## src/rtl/vgate_pkg.sv

```systemverilog
package vgate_pkg;
  // Commands from control to the line counter datapath
  typedef struct packed {
    logic clear;
    logic step;
  } cntCmd_t;
endpackage

```

## src/rtl/vgate_datapath.sv

```systemverilog
module vgate_datapath
  import vgate_pkg::*;
#(
  parameter int LINE_W = 12
) (
  input  logic              clk,
  input  logic              rstN,
  input  cntCmd_t           cmd,
  input  logic [LINE_W-1:0] startLine,
  input  logic [LINE_W-1:0] endLine,
  output logic [LINE_W-1:0] lineCount,
  output logic              inWin,
  output logic              atEnd,
  output logic              winValid
);
  localparam logic [LINE_W-1:0] LINE_MAX = '1;

  always_ff @(posedge clk) begin
    if (!rstN) begin
      lineCount <= '0;
    end else if (cmd.clear) begin
      lineCount <= '0;
    end else if (cmd.step && (lineCount != LINE_MAX)) begin
      lineCount <= lineCount + 1'b1;
    end
  end

  always_comb begin
    winValid = (startLine <= endLine);
    inWin    = (lineCount >= startLine) && (lineCount <= endLine);
    atEnd    = (lineCount == endLine);
  end
endmodule

```

## src/rtl/vgate_ctrl.sv

```systemverilog
module vgate_ctrl
  import vgate_pkg::*;
(
  input  logic    clk,
  input  logic    rstN,
  input  logic    lineStart,
  input  logic    fieldStart,
  input  logic    oddField,
  input  logic    interlaced,
  input  logic    winEnable,
  input  logic    inWin,
  input  logic    atEnd,
  input  logic    winValid,
  output cntCmd_t cmd,
  output logic    captureEn,
  output logic    captureDone
);
  logic gated;
  logic finishHit;
  logic doneQ;
  logic doneSeen;

  always_comb begin
    cmd.clear = fieldStart;
    cmd.step  = lineStart && !fieldStart;
    gated     = winEnable && (!interlaced || oddField);
    captureEn = gated ? (winValid && inWin) : 1'b1;
    finishHit = cmd.step && gated && winValid && atEnd && !doneSeen;
  end

  always_ff @(posedge clk) begin
    if (!rstN) begin
      doneQ    <= 1'b0;
      doneSeen <= 1'b0;
    end else begin
      doneQ    <= finishHit;
      doneSeen <= fieldStart ? 1'b0 : (doneSeen || finishHit);
    end
  end

  assign captureDone = doneQ;
endmodule

```

## src/rtl/vcap_line_gate.sv

```systemverilog
module vcap_line_gate
  import vgate_pkg::*;
#(
  parameter int LINE_W = 12
) (
  input  logic              clk,
  input  logic              rstN,
  input  logic              lineStart,
  input  logic              fieldStart,
  input  logic              oddField,
  input  logic              interlaced,
  input  logic              winEnable,
  input  logic [LINE_W-1:0] startLine,
  input  logic [LINE_W-1:0] endLine,
  output logic              captureEn,
  output logic              captureDone
);
  cntCmd_t           cmd;
  logic [LINE_W-1:0] lineCount;
  logic              inWin;
  logic              atEnd;
  logic              winValid;

  vgate_ctrl u_ctrl (
    .clk(clk), .rstN(rstN), .lineStart(lineStart), .fieldStart(fieldStart),
    .oddField(oddField), .interlaced(interlaced), .winEnable(winEnable),
    .inWin(inWin), .atEnd(atEnd), .winValid(winValid), .cmd(cmd),
    .captureEn(captureEn), .captureDone(captureDone)
  );

  vgate_datapath #(.LINE_W(LINE_W)) u_dp (
    .clk(clk), .rstN(rstN), .cmd(cmd), .startLine(startLine), .endLine(endLine),
    .lineCount(lineCount), .inWin(inWin), .atEnd(atEnd), .winValid(winValid)
  );
endmodule

```

## config.mk

```make
export PLATFORM = sky130hd
export DESIGN_NAME = vcap_line_gate
export DESIGN_NICKNAME = d
export VERILOG_FILES = /design/src/rtl/vgate_pkg.sv /design/src/rtl/vgate_datapath.sv /design/src/rtl/vgate_ctrl.sv /design/src/rtl/vcap_line_gate.sv
export SDC_FILE = /design/constraint.sdc
export NUM_CORES = 1
export LEC_CHECK = 0
export ABC_AREA = 1
export ABC_CLOCK_PERIOD_IN_PS = 4500
export BUFFER_PORTS_ARGS = -buffer_cell sky130_fd_sc_hd__buf_2
export CAP_MARGIN = 10
export CORE_MARGIN = 2
export CORE_UTILIZATION = 60
export CTS_BUF_LIST = sky130_fd_sc_hd__clkbuf_8
export DETAILED_ROUTE_END_ITERATION = 6
export PLACE_DENSITY = 0.86
export SKIP_LAST_GASP = 1
export SLEW_MARGIN = 5
export SYNTH_ARGS = -nofsm -noshare
export SYNTH_HDL_FRONTEND = slang
export SYNTH_SLANG_ARGS = --single-unit
```

## constraint.sdc

```tcl
create_clock -name clk -period 4.5 [get_ports clk]
set_clock_uncertainty 0.15 [all_clocks]
set_input_delay 0.45 -clock clk [delete_from_list [all_inputs] [get_ports clk]]
set_output_delay 0.45 -clock clk [all_outputs]
set_load 0.05 [all_outputs]
```

==> qor.csv, run 1 <==
metric;value;unit
Synth top cells by count;nand2_1, inv_1, ha_1, nor2_1, a21oi_1;
max_cap viols;0;
final hold violations;0;
antenna violations before repair;0;
Core ar.;0.00273;mm^2
Final GP Congestion;0.847;
final WL;3.61;mm
Clk Latency, worst-skew pair;250;ps
Initial Util;62.8;%
largest net degree at the start of global routing;15;
Total Routing Usage GR;23.6;%
CP Data Required Time;3900;ps
Max rail drop VDD;212;uV
worst-path fanout max;6;
run status;completed;
CTS max path bufs;2;
post-CTS setup buffers;0;
most frequent cell after synthesis;nand2_1;
hold_buf cts;0;
Post-Syn Area;0.00172;mm^2
worst rel slew slack;79.2;%
Yosys cell types;25;
layout net count;371;
yosys warns;0;
antenna-violating nets left;0;
Port Buf Inserts;32;
dpl hpwl;3.06;mm
clk slew on worst S/H paths;60;ps
Leak;1.11;nW
area growth from synthesis to layout;13.6;%
post-cts sizing count;0;
layout cells sized above 1;15.9;%
I/O Pins;33;
DRC Markers;0;
Post-synth EDFFs;0;
crit share post-route;56.0;%
Clk Tree Root Cell;clkbuf_8;
first-pass GRT wire length;6.24;mm
fmax;397;MHz
Die Height;57.5;um
First-pass DRT Iterations;4;
die area;0.00331;mm^2
top-area cell type share of the netlist area;27.0;%
setup TNS;0;ps
Arr. time, crit path;1920;ps
asr flop ratio synth;0;%
post-DR vias/cell;5.15;
grt total ovfl;0;
startpoint class of the critical path;flop;
RSZ-0062 raised after global routing;false;
initial drt markers;52;
H-tree depth;1;
crit path time final;2520;ps
Worst Setup End Kind;primary output;
CTS buffer count;3;
CTS tree;done;
worst min-delay path category;input port to flop;
dominant synthesized flop cell;dfxtp_1;
placed cell area;0.00190;mm^2
CP Class;flop to primary output;
ranking of synthesized cells by area;ha_1, dfxtp_1, nand2_1, inv_1, nor2_1;
pwr dens;166;mW/mm^2
wire per inst;10.8;um
CTS sink cnt;14;
PnR worst setup slack;1980;ps
vias in the first global route;1555;
cell row count;19;
Finished Cell Area;0.00195;mm^2
Worst Tran Pin Value;310;ps
cells after synthesis;267;
Syn Area/Cell;6.43;um^2
register area share after synthesis;16.3;%
Mapped Nets;335;
fin. max-slew vios;0;
die width;57.5;um
pre-CTS WS;2060;ps
Diodes inserted;0;
Vias;1714;
leading area contributor after synthesis;ha_1;
Setup violations, final;0;
number of synthesized register bits;14;
==> worst max-delay path: stages (launching register included) <==
cell and delay, ps:
dfxtp_1 380, ha_1 320, nand2_1 80, nor2_1 200
nand2_1 80, nor2_1 100, nand2_1 60, nand4_1 70
nand3_1 70, nand2_1 60, buf_2 250
==> cells in the final DEF, fill, tap and decap left out, types with 2 or more instances in the layout <==
cell type / Yosys / layout
a21oi_1: 16 / 16
a21oi_2: 5 / 5
buf_2: 0 / 32
clkbuf_8: 0 / 4
dfxtp_1: 14 / 14
ha_1: 37 / 37
inv_1: 56 / 56
nand2_1: 71 / 71
nand2_2: 2 / 2
nand3_1: 15 / 15
nand4_1: 6 / 6
nor2_1: 22 / 22
nor2_2: 2 / 2
nor3_1: 3 / 3
o21a_1: 2 / 2
o21ai_0: 3 / 3
o21ai_1: 3 / 3
==> through the flow <==
step                      hold WS (ps)  util, %  power [mW]  instances
final                              282     71.4       0.325        333
after CTS                          281     71.4       0.327        333
after floorplan                    285        -       0.179        267
after detailed placement           313     69.3       0.205        329
after global placement             302     69.3       0.202        329
after global routing               298     71.4       0.346        333
==> kinds of logic (layout without fill, tap and decap cells) <==
group	count (synthesis)	count (layout)	synth area share (%)
AO/OA/AOI/OAI	32	32	11.2
XOR/XNOR	2	2	1.02
adder cells (fa/ha/maj)	37	37	27.0
buffers and inverters	58	93	13.6
flip-flops	14	14	16.3
AND/OR/NAND/NOR	124	124	30.9
==> report_power, final <==
group          total (mW)  internal [mW]  switching (mW)
sequential          0.126          0.125        0.000985
clock               0.122         0.0775          0.0446
combinational      0.0770         0.0318          0.0451
==> routing by layer <==
layer	share of wire, %	GRT usage [%]
met2	49	41.7
met1	45	29.3
met4	0.92	6.64
met5	0	0
met3	5.8	4.08
==> sequential cells by signal, summed over array words and instances, names as in the netlist <==
register            flops
u_ctrl.doneSeen         1
u_dp.lineCount         12
u_ctrl.captureDone      1
==> path summary, 6_finish.rpt <==
path,slack [ps],endpoint,from,cells past startpoint
setup reg to reg,2720,u_dp.lineCount[7],u_dp.lineCount[0],9
hold / removal,280,u_ctrl.captureDone,rstN,3
hold reg to reg,320,u_ctrl.doneSeen,u_ctrl.doneSeen,2
setup / recovery,1980,captureEn,u_dp.lineCount[11],10
==> area by class of cell <==
type	count	area, um^2
Sequential cell	14	280
Multi-Input combinational cell	195	1200
Clock buffer	4	55.1
Tap cell	31	38.8
Fill cell	248	783
Inverter	57	214
Timing Repair Buffer	32	160
No activity file was read; power rests on OpenSTA's default activity.
==> run 2, diff against run 1 <==
- ABC_CLOCK_PERIOD_IN_PS: 4500 -> 2220
- CORE_UTILIZATION: 60 -> 52
- PLACE_DENSITY: 0.86 -> 0.79
- clock period: 4.5 -> 2.22 ns (I/O delays scaled with it)
==> qor.csv, run 2 (same netlist as run 1, synthesis figures left out) <==
metric;value;unit;change
max FFs per register;12;;unchanged
CTS buffer count;3;;unchanged
CP cell instances;ha_1 -> inv_1 -> nor2_1 -> nor2_1 -> o21ai_0 -> nand2_1 -> nand4_1 -> nand3_2 -> nand2_1 -> buf_6;;
H-tree depth;1;;unchanged
clk slew on worst S/H paths;60;ps;about the same
max_cap viols;0;;unchanged
fin. max-slew vios;0;;unchanged
WP buf/inv;2;;+1
fmax;482;MHz;
area of the multi-input gates;0.00122;mm^2;+1.9%
Setup violations, final;0;;unchanged
Clk Tree Root Cell;clkbuf_8;;
Leak;1.14;nW;+2.3%
antenna-violating nets left;0;;unchanged
R2R cell count;10;;+1
placed cell area;0.00193;mm^2;+2.0%
Initial Util;55.3;%;-7.5 points
worst rel slew slack;76.1;%;-3.1 points
post-DR vias/cell;4.65;;-9.6%
grt total ovfl;0;;unchanged
CTS max path bufs;2;;unchanged
Fillers;299;;+21%
Setup crit end;captureEn;;
Diodes inserted;0;;unchanged
CP Class;flop to primary output;;
wire per inst;9.94;um;-8.2%
r2r setup slk;470;ps;-2250 ps
first-pass GRT wire length;6.14;mm;-1.5%
Arr. time, crit path;1700;ps;-220 ps
final WL;3.48;mm;-3.5%
CP top delay family;simple AND/OR/NAND/NOR gates;;
DRC Markers;0;;unchanged
commonest non-fill, non-tap cell in the layout;nand2_1;;
crit share post-route;93.4;%;
fin cells;350;;+5.1%
vias in the first global route;1532;;-1.5%
die area;0.00378;mm^2;+14%
Biggest register;u_dp.lineCount;;
slowest cell delay on critical path;360;ps;-20 ps
Vias;1628;;-5.0%
register area;289;um^2;+3.1%
First-pass DRT Iterations;4;;unchanged
CP Launch Point;u_dp.lineCount[1];;
dpl hpwl;2.97;mm;-3.0%
hold_ws;68.5;ps;-213 ps
Finished Cell Area;0.00203;mm^2;+4.3%
placed cell count;345;;+4.9%
reg2reg end;u_dp.lineCount[6];;
run status;completed;;
stages on the worst setup path;10;;unchanged
Final GP Congestion;0.846;;about the same
worst min-delay path category;input port to flop;;
Overall Power;656;uW;+100%
cell row count;20;;+1
Port Buf Inserts;32;;unchanged
antenna violations before repair;0;;unchanged
FF-to-FF Start;u_dp.lineCount[0];;
pwr dens;323;mW/mm^2;+94%
Core ar.;0.00310;mm^2;+14%
layout cells sized above 1;19.9;%;+4.0 points
CTS tree;done;;
CTS sink cnt;14;;unchanged
Worst Setup End Kind;primary output;;
layout net count;375;;+1.1%
setup TNS;0;ps;unchanged
I/O Pins;33;;unchanged
Crit-path slowest cell;dfxtp_1;;
die width;61.5;um;+6.9%
area growth from synthesis to layout;18.5;%;
Layout Utilization;65.6;%;-5.8 points
final hold violations;0;;unchanged
startpoint class of the critical path;flop;;
hold_buf cts;0;;unchanged
Clk Latency, worst-skew pair;240;ps;about the same
Worst Tran Pin Value;355;ps;+45.5 ps
RSZ-0062 raised after global routing;false;;
Max rail drop VDD;311;uV;+47%
largest net degree at the start of global routing;15;;unchanged
crit path time final;2070;ps;
pre-CTS WS;193;ps;-1860 ps
worst-path fanout max;5;;-1
Die Height;61.5;um;+6.9%
PnR worst setup slack;147;ps;-1830 ps
commonest cells after routing, fill and taps aside;nand2_1, inv_1, ha_1, buf_2, nor2_1;;
initial drt markers;41;;-21%
Total Routing Usage GR;21.1;%;-2.6 points
CP Data Required Time;1850;ps;-2050 ps
## run 2: where the power goes
part | internal [mW] | switching [mW]
sequential | 0.251 | 0.00113
combinational | 0.0675 | 0.0920
clock | 0.157 | 0.0875
## run 2: how the worst min path moves through the flow
stage	start	endpoint	slack (ps)	cells past startpoint
after CTS	rstN	u_ctrl.captureDone	70	3
final	rstN	u_ctrl.captureDone	70	3
after global placement	u_ctrl.doneSeen	u_ctrl.doneSeen	300	2
after detailed placement	u_ctrl.doneSeen	u_ctrl.doneSeen	310	2
after floorplan	rstN	u_ctrl.captureDone	200	2
after global routing	rstN	u_ctrl.captureDone	80	3
## run 2: final cells by class
cell class	count	area share [%]
inverters	57	10.5
clock buffers	4	2.71
well taps	44	2.71
flip-flops and latches	14	14.2
multi-input cells	195	60.2
repair buffers	36	9.66
## run 2: worst min-delay path, cell delays in order
cell and delay [ps]:
buf_2 100, nand2_1 60, nor2_1 40
## run 2: what timing repair did
action	in CTS	in global routing
buffers inserted	0	1
resized for setup	2	10
setup endpoints to repair	1	1
pin swaps	0	1
## run 2: layer usage
layer	routed length (um)	track usage, %
met2	1560	36.9
met3	115	3.78
met4	0	0.912
met5	0	0
met1	1800	28.6
